## config.mk

```make
export PLATFORM = sky130hd
export DESIGN_NAME = hybrid_sincos
export DESIGN_NICKNAME = d
export VERILOG_FILES = /design/src/rtl/hybrid_sincos.sv
export SDC_FILE = /design/constraint.sdc
export NUM_CORES = 2
export LEC_CHECK = 0
export ABC_AREA = 1
export BUFFER_PORTS_ARGS = -buffer_cell sky130_fd_sc_hd__buf_4
export CAP_MARGIN = 40
export CORE_MARGIN = 4
export CORE_UTILIZATION = 40
export CTS_BUF_LIST = sky130_fd_sc_hd__clkbuf_4 sky130_fd_sc_hd__clkbuf_8 sky130_fd_sc_hd__clkbuf_16
export DETAILED_ROUTE_END_ITERATION = 8
export PLACE_DENSITY = 0.53
export SLEW_MARGIN = 20
export SYNTH_ARGS = -nofsm -noshare
export SYNTH_HDL_FRONTEND = slang
export SYNTH_SLANG_ARGS = --single-unit
```

## constraint.sdc

```tcl
create_clock -name clk -period 3.9 [get_ports clk]
set_input_delay 0.585 -clock clk [delete_from_list [all_inputs] [get_ports clk]]
set_output_delay 0.585 -clock clk [all_outputs]
set_load 0.03 [all_outputs]
```

## src/rtl/hybrid_sincos.sv

```systemverilog
`timescale 1ns/1ps
module hybrid_sincos #(
  parameter int AW         = 20,
  parameter int FS         = 4,
  parameter int LS         = 16,
  parameter int FGO        = 16,
  parameter int XY         = 21,
  parameter int ZFRAC      = 4,
  parameter bit ROUND_OUT  = 1'b1,
  parameter bit SIGNED_OUT = 1'b1,
  parameter bit OUT_REG    = 1'b1,
  parameter bit COS_EN     = 1'b1,
  parameter bit SIN_EN     = 1'b1
) (
  input  logic           clk,
  input  logic           rst_n,
  input  logic [AW-1:0]  phase_i,
  output logic [FGO-1:0] cos_o,
  output logic [FGO-1:0] sin_o
);

  localparam int  WB   = FS - 2;
  localparam int  NW   = 1 << WB;
  localparam int  RW   = AW - FS - 1;
  localparam int  NST  = LS - FS + 1;
  localparam int  ZW0  = RW + ZFRAC + 2;
  localparam int  SH   = XY - FGO - 1;
  localparam int  OMAX = (1 << (FGO - 1)) - 1;
  localparam real PI   = 3.14159265358979323846;

  function automatic real inv_gain();
    real g;
    g = 1.0;
    for (int i = FS; i <= LS; i++) g = g * $sqrt(1.0 + 2.0 ** (-2.0 * i));
    return 1.0 / g;
  endfunction

  localparam real AMP = real'(OMAX) * (2.0 ** SH) * inv_gain();

  // wedge-centre start points, sign bit implied zero
  logic [XY-2:0] tab_x [NW];
  logic [XY-2:0] tab_y [NW];

  for (genvar w = 0; w < NW; w++) begin : g_tab
    localparam real CA = (real'(w) + 0.5) * PI / (4.0 * NW);
    localparam int  TX = $rtoi(AMP * $cos(CA) + 0.5);
    localparam int  TY = $rtoi(AMP * $sin(CA) + 0.5);
    assign tab_x[w] = (XY-1)'(TX);
    assign tab_y[w] = (XY-1)'(TY);
  end

  // octant fold and wedge split
  logic [2:0]            oct;
  logic [AW-4:0]         th, thr;
  logic [WB-1:0]         wsel;
  logic [RW-1:0]         res;
  logic signed [ZW0-1:0] z0;

  assign oct  = phase_i[AW-1 -: 3];
  assign th   = phase_i[AW-4:0];
  assign thr  = oct[0] ? ~th : th;
  assign wsel = thr[AW-4 -: WB];
  assign res  = thr[RW-1:0];
  assign z0   = $signed({2'b00, res, {ZFRAC{1'b0}}})
              + (oct[0] ? ZW0'(1 << ZFRAC) : ZW0'(0))
              - ZW0'(1 << (RW - 1 + ZFRAC));

  logic signed [XY-1:0]  x0_q, y0_q;
  logic signed [ZW0-1:0] z0_q;
  logic [2:0]            o0_q;

  always_ff @(posedge clk or negedge rst_n) begin
    if (!rst_n) begin
      x0_q <= '0;
      y0_q <= '0;
      z0_q <= '0;
      o0_q <= '0;
    end else begin
      x0_q <= $signed({1'b0, tab_x[wsel]});
      y0_q <= $signed({1'b0, tab_y[wsel]});
      z0_q <= z0;
      o0_q <= oct;
    end
  end

  // rotation stages FS..LS
  for (genvar k = 0; k < NST; k++) begin : g_stg
    localparam int I  = FS + k;
    localparam int WI = ZW0 - k;

    logic signed [XY-1:0] xi, yi, xq, yq;
    logic [2:0]           oi, oq;
    logic                 zneg;

    if (k == 0) begin : g_in0
      assign xi = x0_q;
      assign yi = y0_q;
      assign oi = o0_q;
    end else begin : g_in
      assign xi = g_stg[k-1].xq;
      assign yi = g_stg[k-1].yq;
      assign oi = g_stg[k-1].oq;
    end

    if (k < NST - 1) begin : g_z
      localparam int AT  = $rtoi($atan(2.0 ** (-I)) * (2.0 ** (AW + ZFRAC)) / (2.0 * PI) + 0.5);
      localparam int ZQW = (k == NST - 2) ? 1 : WI - 1;
      logic signed [WI-1:0]  zin;
      logic signed [WI-2:0]  zn;
      logic signed [ZQW-1:0] zq;

      if (k == 0) begin : g_zs
        assign zin = z0_q;
      end else begin : g_zp
        assign zin = g_stg[k-1].g_z.zq;
      end

      assign zneg = zin[WI-1];
      assign zn   = (WI-1)'(zneg ? zin + WI'(AT) : zin - WI'(AT));

      always_ff @(posedge clk or negedge rst_n) begin
        if (!rst_n) zq <= '0;
        else        zq <= zn[WI-2 -: ZQW];
      end
    end else begin : g_zl
      if (k == 0) begin : g_zs
        assign zneg = z0_q[ZW0-1];
      end else begin : g_zp
        assign zneg = g_stg[k-1].g_z.zq[0];
      end
    end

    always_ff @(posedge clk or negedge rst_n) begin
      if (!rst_n) begin
        xq <= '0;
        yq <= '0;
        oq <= '0;
      end else begin
        xq <= zneg ? xi + (yi >>> I) : xi - (yi >>> I);
        yq <= zneg ? yi - (xi >>> I) : yi + (xi >>> I);
        oq <= oi;
      end
    end
  end

  // width reduction with clamp
  function automatic logic signed [FGO-1:0] shrink(input logic signed [XY-1:0] v);
    logic signed [XY:0]    t;
    logic signed [XY-SH:0] q;
    t = {v[XY-1], v} + (ROUND_OUT ? (XY+1)'(1 << (SH - 1)) : (XY+1)'(0));
    q = t[XY:SH];
    if (q > OMAX)       return FGO'(OMAX);
    else if (q < -OMAX) return FGO'(-OMAX);
    else                return q[FGO-1:0];
  endfunction

  logic signed [FGO-1:0] xr, yr, cv, sv, cm, sm;
  logic [2:0]            of;
  logic                  swp, cneg, sneg;
  logic [FGO-1:0]        cf, sf;

  assign of   = g_stg[NST-1].oq;
  assign xr   = shrink(g_stg[NST-1].xq);
  assign yr   = shrink(g_stg[NST-1].yq);
  assign swp  = of[0] ^ of[1];
  assign cneg = of[2] ^ of[1];
  assign sneg = of[2];
  assign cv   = swp ? yr : xr;
  assign sv   = swp ? xr : yr;
  assign cm   = cneg ? -cv : cv;
  assign sm   = sneg ? -sv : sv;

  logic [FGO-1:0] cfm, sfm;
  assign cfm = SIGNED_OUT ? cm : {~cm[FGO-1], cm[FGO-2:0]};
  assign sfm = SIGNED_OUT ? sm : {~sm[FGO-1], sm[FGO-2:0]};
  assign cf  = COS_EN ? cfm : '0;
  assign sf  = SIN_EN ? sfm : '0;

  if (OUT_REG) begin : g_oreg
    always_ff @(posedge clk or negedge rst_n) begin
      if (!rst_n) begin
        cos_o <= '0;
        sin_o <= '0;
      end else begin
        cos_o <= cf;
        sin_o <= sf;
      end
    end
  end else begin : g_ocmb
    assign cos_o = cf;
    assign sin_o = sf;
  end

endmodule

```

==> reports/metrics.csv <==
stage,metric,value,unit
layout,drive_gt1_share,6.83,%
floorplanning,io_pins,54,
floorplanning,die_h,386,µm
clock_tree,numCtsBuffers,95,
sta,worst_slack,242,ps
floorplanning,start_util,40.3,%
critical_path,path_buf_inv,3,
sta,period_minus_slack,3660,ps
synthesis,ys_seq_area_share,35.5,%
global_route,grtUsageTotal,19.5,%
sta,final_hold_viol_count,0,
synthesis,syn_avg_cell_area,8.50,µm²
route,dr.pass1.iters,5,
critical_path,path_max_fanout,4,
synthesis,mappedNetlistArea,57100,µm²
critical_path,critical_path_class,register to register,
sta,setup_viol,0,
place,io_buffers,53,
layout,layout_common_cells,"1,136 x nand2_1, 810 x dfrtp_1, 716 x inv_1",
clock_tree,cts_tree,built,
critical_path,crit_required,4500,ps
floorplanning,placementRows,138,
min_path,min_to,g_stg[0].oi[0],
min_path,hold_start,phase_i[17],
floorplanning,core,142000,µm²
layout,final_common_cell,nand2_1,
flow_run,max-cap-violations,0,
route,route.detailed.drc,0,
place,gp_congestion,0.888,
sta,rsz0062_at_grt,yes,
critical_path,cp_cell_sequence,inv_1 -> ha_1 -> nand2_1 -> or3_1 -> nand2_1 -> xnor2_1 -> inv_1 -> ha_1 -> nand2_1 -> o21ai_0 -> a21oi_2 -> o21ai_0 -> buf_4 -> a21oi_1 -> o21ai_0 -> a21boi_1 -> o21bai_1 -> a21oi_1 -> xor2_1,
clock_tree,clock_latency,730,ps
critical_path,startpoint_type,register,
synthesis,syn_inst,6719,
layout,nets,7738,
place,dpl.hpwl,117000,µm
floorplanning,die_area,149000,µm²
route,viasPerCell,5.01,
global_route,grt_first_pass_wirelength,234000,µm
synthesis,syn_nets,7488,
critical_path,critPathTopFamily,compound AO/OA/AOI/OAI gates,
route,drtAntennaViolNets,0,
route,vias,44700,
layout,antenna_cells,0,
clock_tree,clkTransAtPathRegs,60,ps
floorplanning,die_x,386,µm
clock_tree,clockBufferDepth,3,
sta,timing.final.crit_share,93.8,%
synthesis,yosysUniqueCellTypes,62,
clock_tree,cts-root-buf,clkbuf_16,
status,status,"complete, no violations",
layout,n_fill_cell,13900,
global_route,grt_max_degree,110,
critical_path,slowest_delay,460,ps
critical_path,slowest_stage,dfrtp_1,
place,place_ws,107,ps
critical_path,worstRegToRegCells,19,
critical_path,reg2reg_from,g_stg[6].xq[11],
critical_path,r2r_setup_slack,240,ps
critical_path,reg2reg_to,g_stg[7].yq[20],
critical_path,crit_path_end_kind,register,
route,wl_per_cell,16.1,µm
layout,area_growth,12.8,%
min_path,hold_depth,1,
global_route,grt_pass1_vias,44200,
clock_tree,clkSinkCount,810,
route,drt_iter0_markers,2411,
sta,finalClockSkew,60.3,ps
sta,slew_violations,0,
route,drt-total-wl,144000,µm
global_route,antenna_found_initial,0,
clock_tree,htree_levels,3,
synthesis,ys_warn_count,0,
layout,post-route-util,45.5,%
synthesis,synth-seq-cells,810,
min_path,hold_class,primary input to register,
sta,tightest_slew,777,ps
critical_path,arrival,4260,ps
sta,max_slew_margin,47.9,%
sta,fmax,273,MHz
global_route,grt-ovfl-total,0,
==> layout make-up <==
class / count / area, µm² / share of cell area (%)
multi-input cells: 5120 / 34000 / 52.7
inverters: 730 / 2740 / 4.26
clock buffers: 135 / 2780 / 4.31
repair buffers: 212 / 1730 / 2.68
clock inverters: 35 / 604 / 0.938
flip-flops and latches: 810 / 20300 / 31.5
well taps: 1890 / 2360 / 3.67
==> flip-flops by register name, indices dropped and copies added (netlist names) <==
register       cells
cos_o             16
g_stg.g_z.zin     28
g_stg.g_z.zq     154
g_stg.oi           6
g_stg.oq          36
g_stg.xi          23
g_stg.xq         249
g_stg.yi          33
g_stg.yq         249
sin_o             16
==> repair_timing <==
item / 4_1_cts / 5_1_grt
hold buffers: 3 / 0
gates resized for setup: 0 / 50
buffers inserted: 0 / 0
setup endpoints to repair: 0 / 36
hold endpoints to repair: 55 / 0
==> cells by family (layout without fill, tap and decap cells) <==
family | count (synthesis) | in the layout | share of synthesized area [%]
AO/OA/AOI/OAI | 1350 | 1350 | 12.9
buffers and inverters | 789 | 1112 | 5.29
adder cells (fa/ha/maj) | 747 | 747 | 16.8
other | 1 | 1 | 0.00657
flip-flops | 810 | 810 | 35.5
XOR/XNOR | 905 | 905 | 13.9
AND/OR/NAND/NOR | 2117 | 2117 | 15.6
==> per-stage QoR <==
step	setup TNS [ps]	hold slack, ps	instance area, µm²	instances
finish	0	133	64400	8932
global route	-45.1	95.9	64400	8932
CTS	0	57.7	64300	8932
detailed placement	0	335	60900	8759
global placement	0	332	60900	8758
floorplan	0	289	57100	6719
==> worst max path at each step <==
stage	from	slack (ps)	to	cells after the start
floorplan	g_stg[3].g_z.zq[16]	340	g_stg[4].yq[17]	16
global placement	g_stg[0].xq[7]	120	g_stg[1].yq[20]	16
detailed placement	g_stg[8].yq[13]	110	g_stg[10].xi[20]	19
CTS	g_stg[8].yq[13]	60	g_stg[10].xi[20]	19
global route	g_stg[2].xq[7]	-20	g_stg[3].yq[20]	17
finish	g_stg[6].xq[11]	240	g_stg[7].yq[20]	19
==> layer usage <==
metal | wire, µm | vias to the layer above | GRT usage (%)
met5 | 0 | - | 0
met3 | 5340 | 190 | 2.69
li1 | - | 22900 | -
met1 | 67400 | 20900 | 26.5
met4 | 4120 | 0 | 5.48
met2 | 66700 | 724 | 32.5
==> cells in the mapped netlist (all sizes together) <==
cell type | number | share of area, %
o21bai | 47 | 0.62
o31ai | 14 | 0.18
nand3b | 8 | 0.11
nor4 | 22 | 0.24
a2111oi | 2 | 0.031
a31oi | 82 | 0.90
a21o | 32 | 0.42
nand2 | 1161 | 7.8
o32ai | 3 | 0.046
o41ai | 1 | 0.015
and2 | 2 | 0.022
xnor2 | 289 | 4.4
nand3 | 268 | 2.4
or4 | 2 | 0.026
nor2 | 488 | 3.3
ha | 712 | 16
o21ai | 411 | 3.7
a21oi | 675 | 5.9
nor3b | 6 | 0.088
or3 | 1 | 0.011
clkbuf | 39 | 0.26
and3 | 3 | 0.033
xor2 | 616 | 9.5
o221ai | 4 | 0.061
conb | 1 | 0.0066
o22ai | 1 | 0.035
a211oi | 11 | 0.14
buf | 20 | 0.23
nand4 | 60 | 0.68
o21a | 9 | 0.12
o31a | 5 | 0.077
o211ai | 10 | 0.13
o2111ai | 1 | 0.015
or2 | 7 | 0.077
o211a | 1 | 0.018
clkinv | 6 | 0.039
nor3 | 89 | 0.79
inv | 724 | 4.8
a221oi | 2 | 0.031
a21boi | 39 | 0.52
dfrtp | 810 | 35
fa | 35 | 1.2
Power is not shown: default switching activity piles up to over one toggle a cycle in this logic, so the estimate is an artifact.
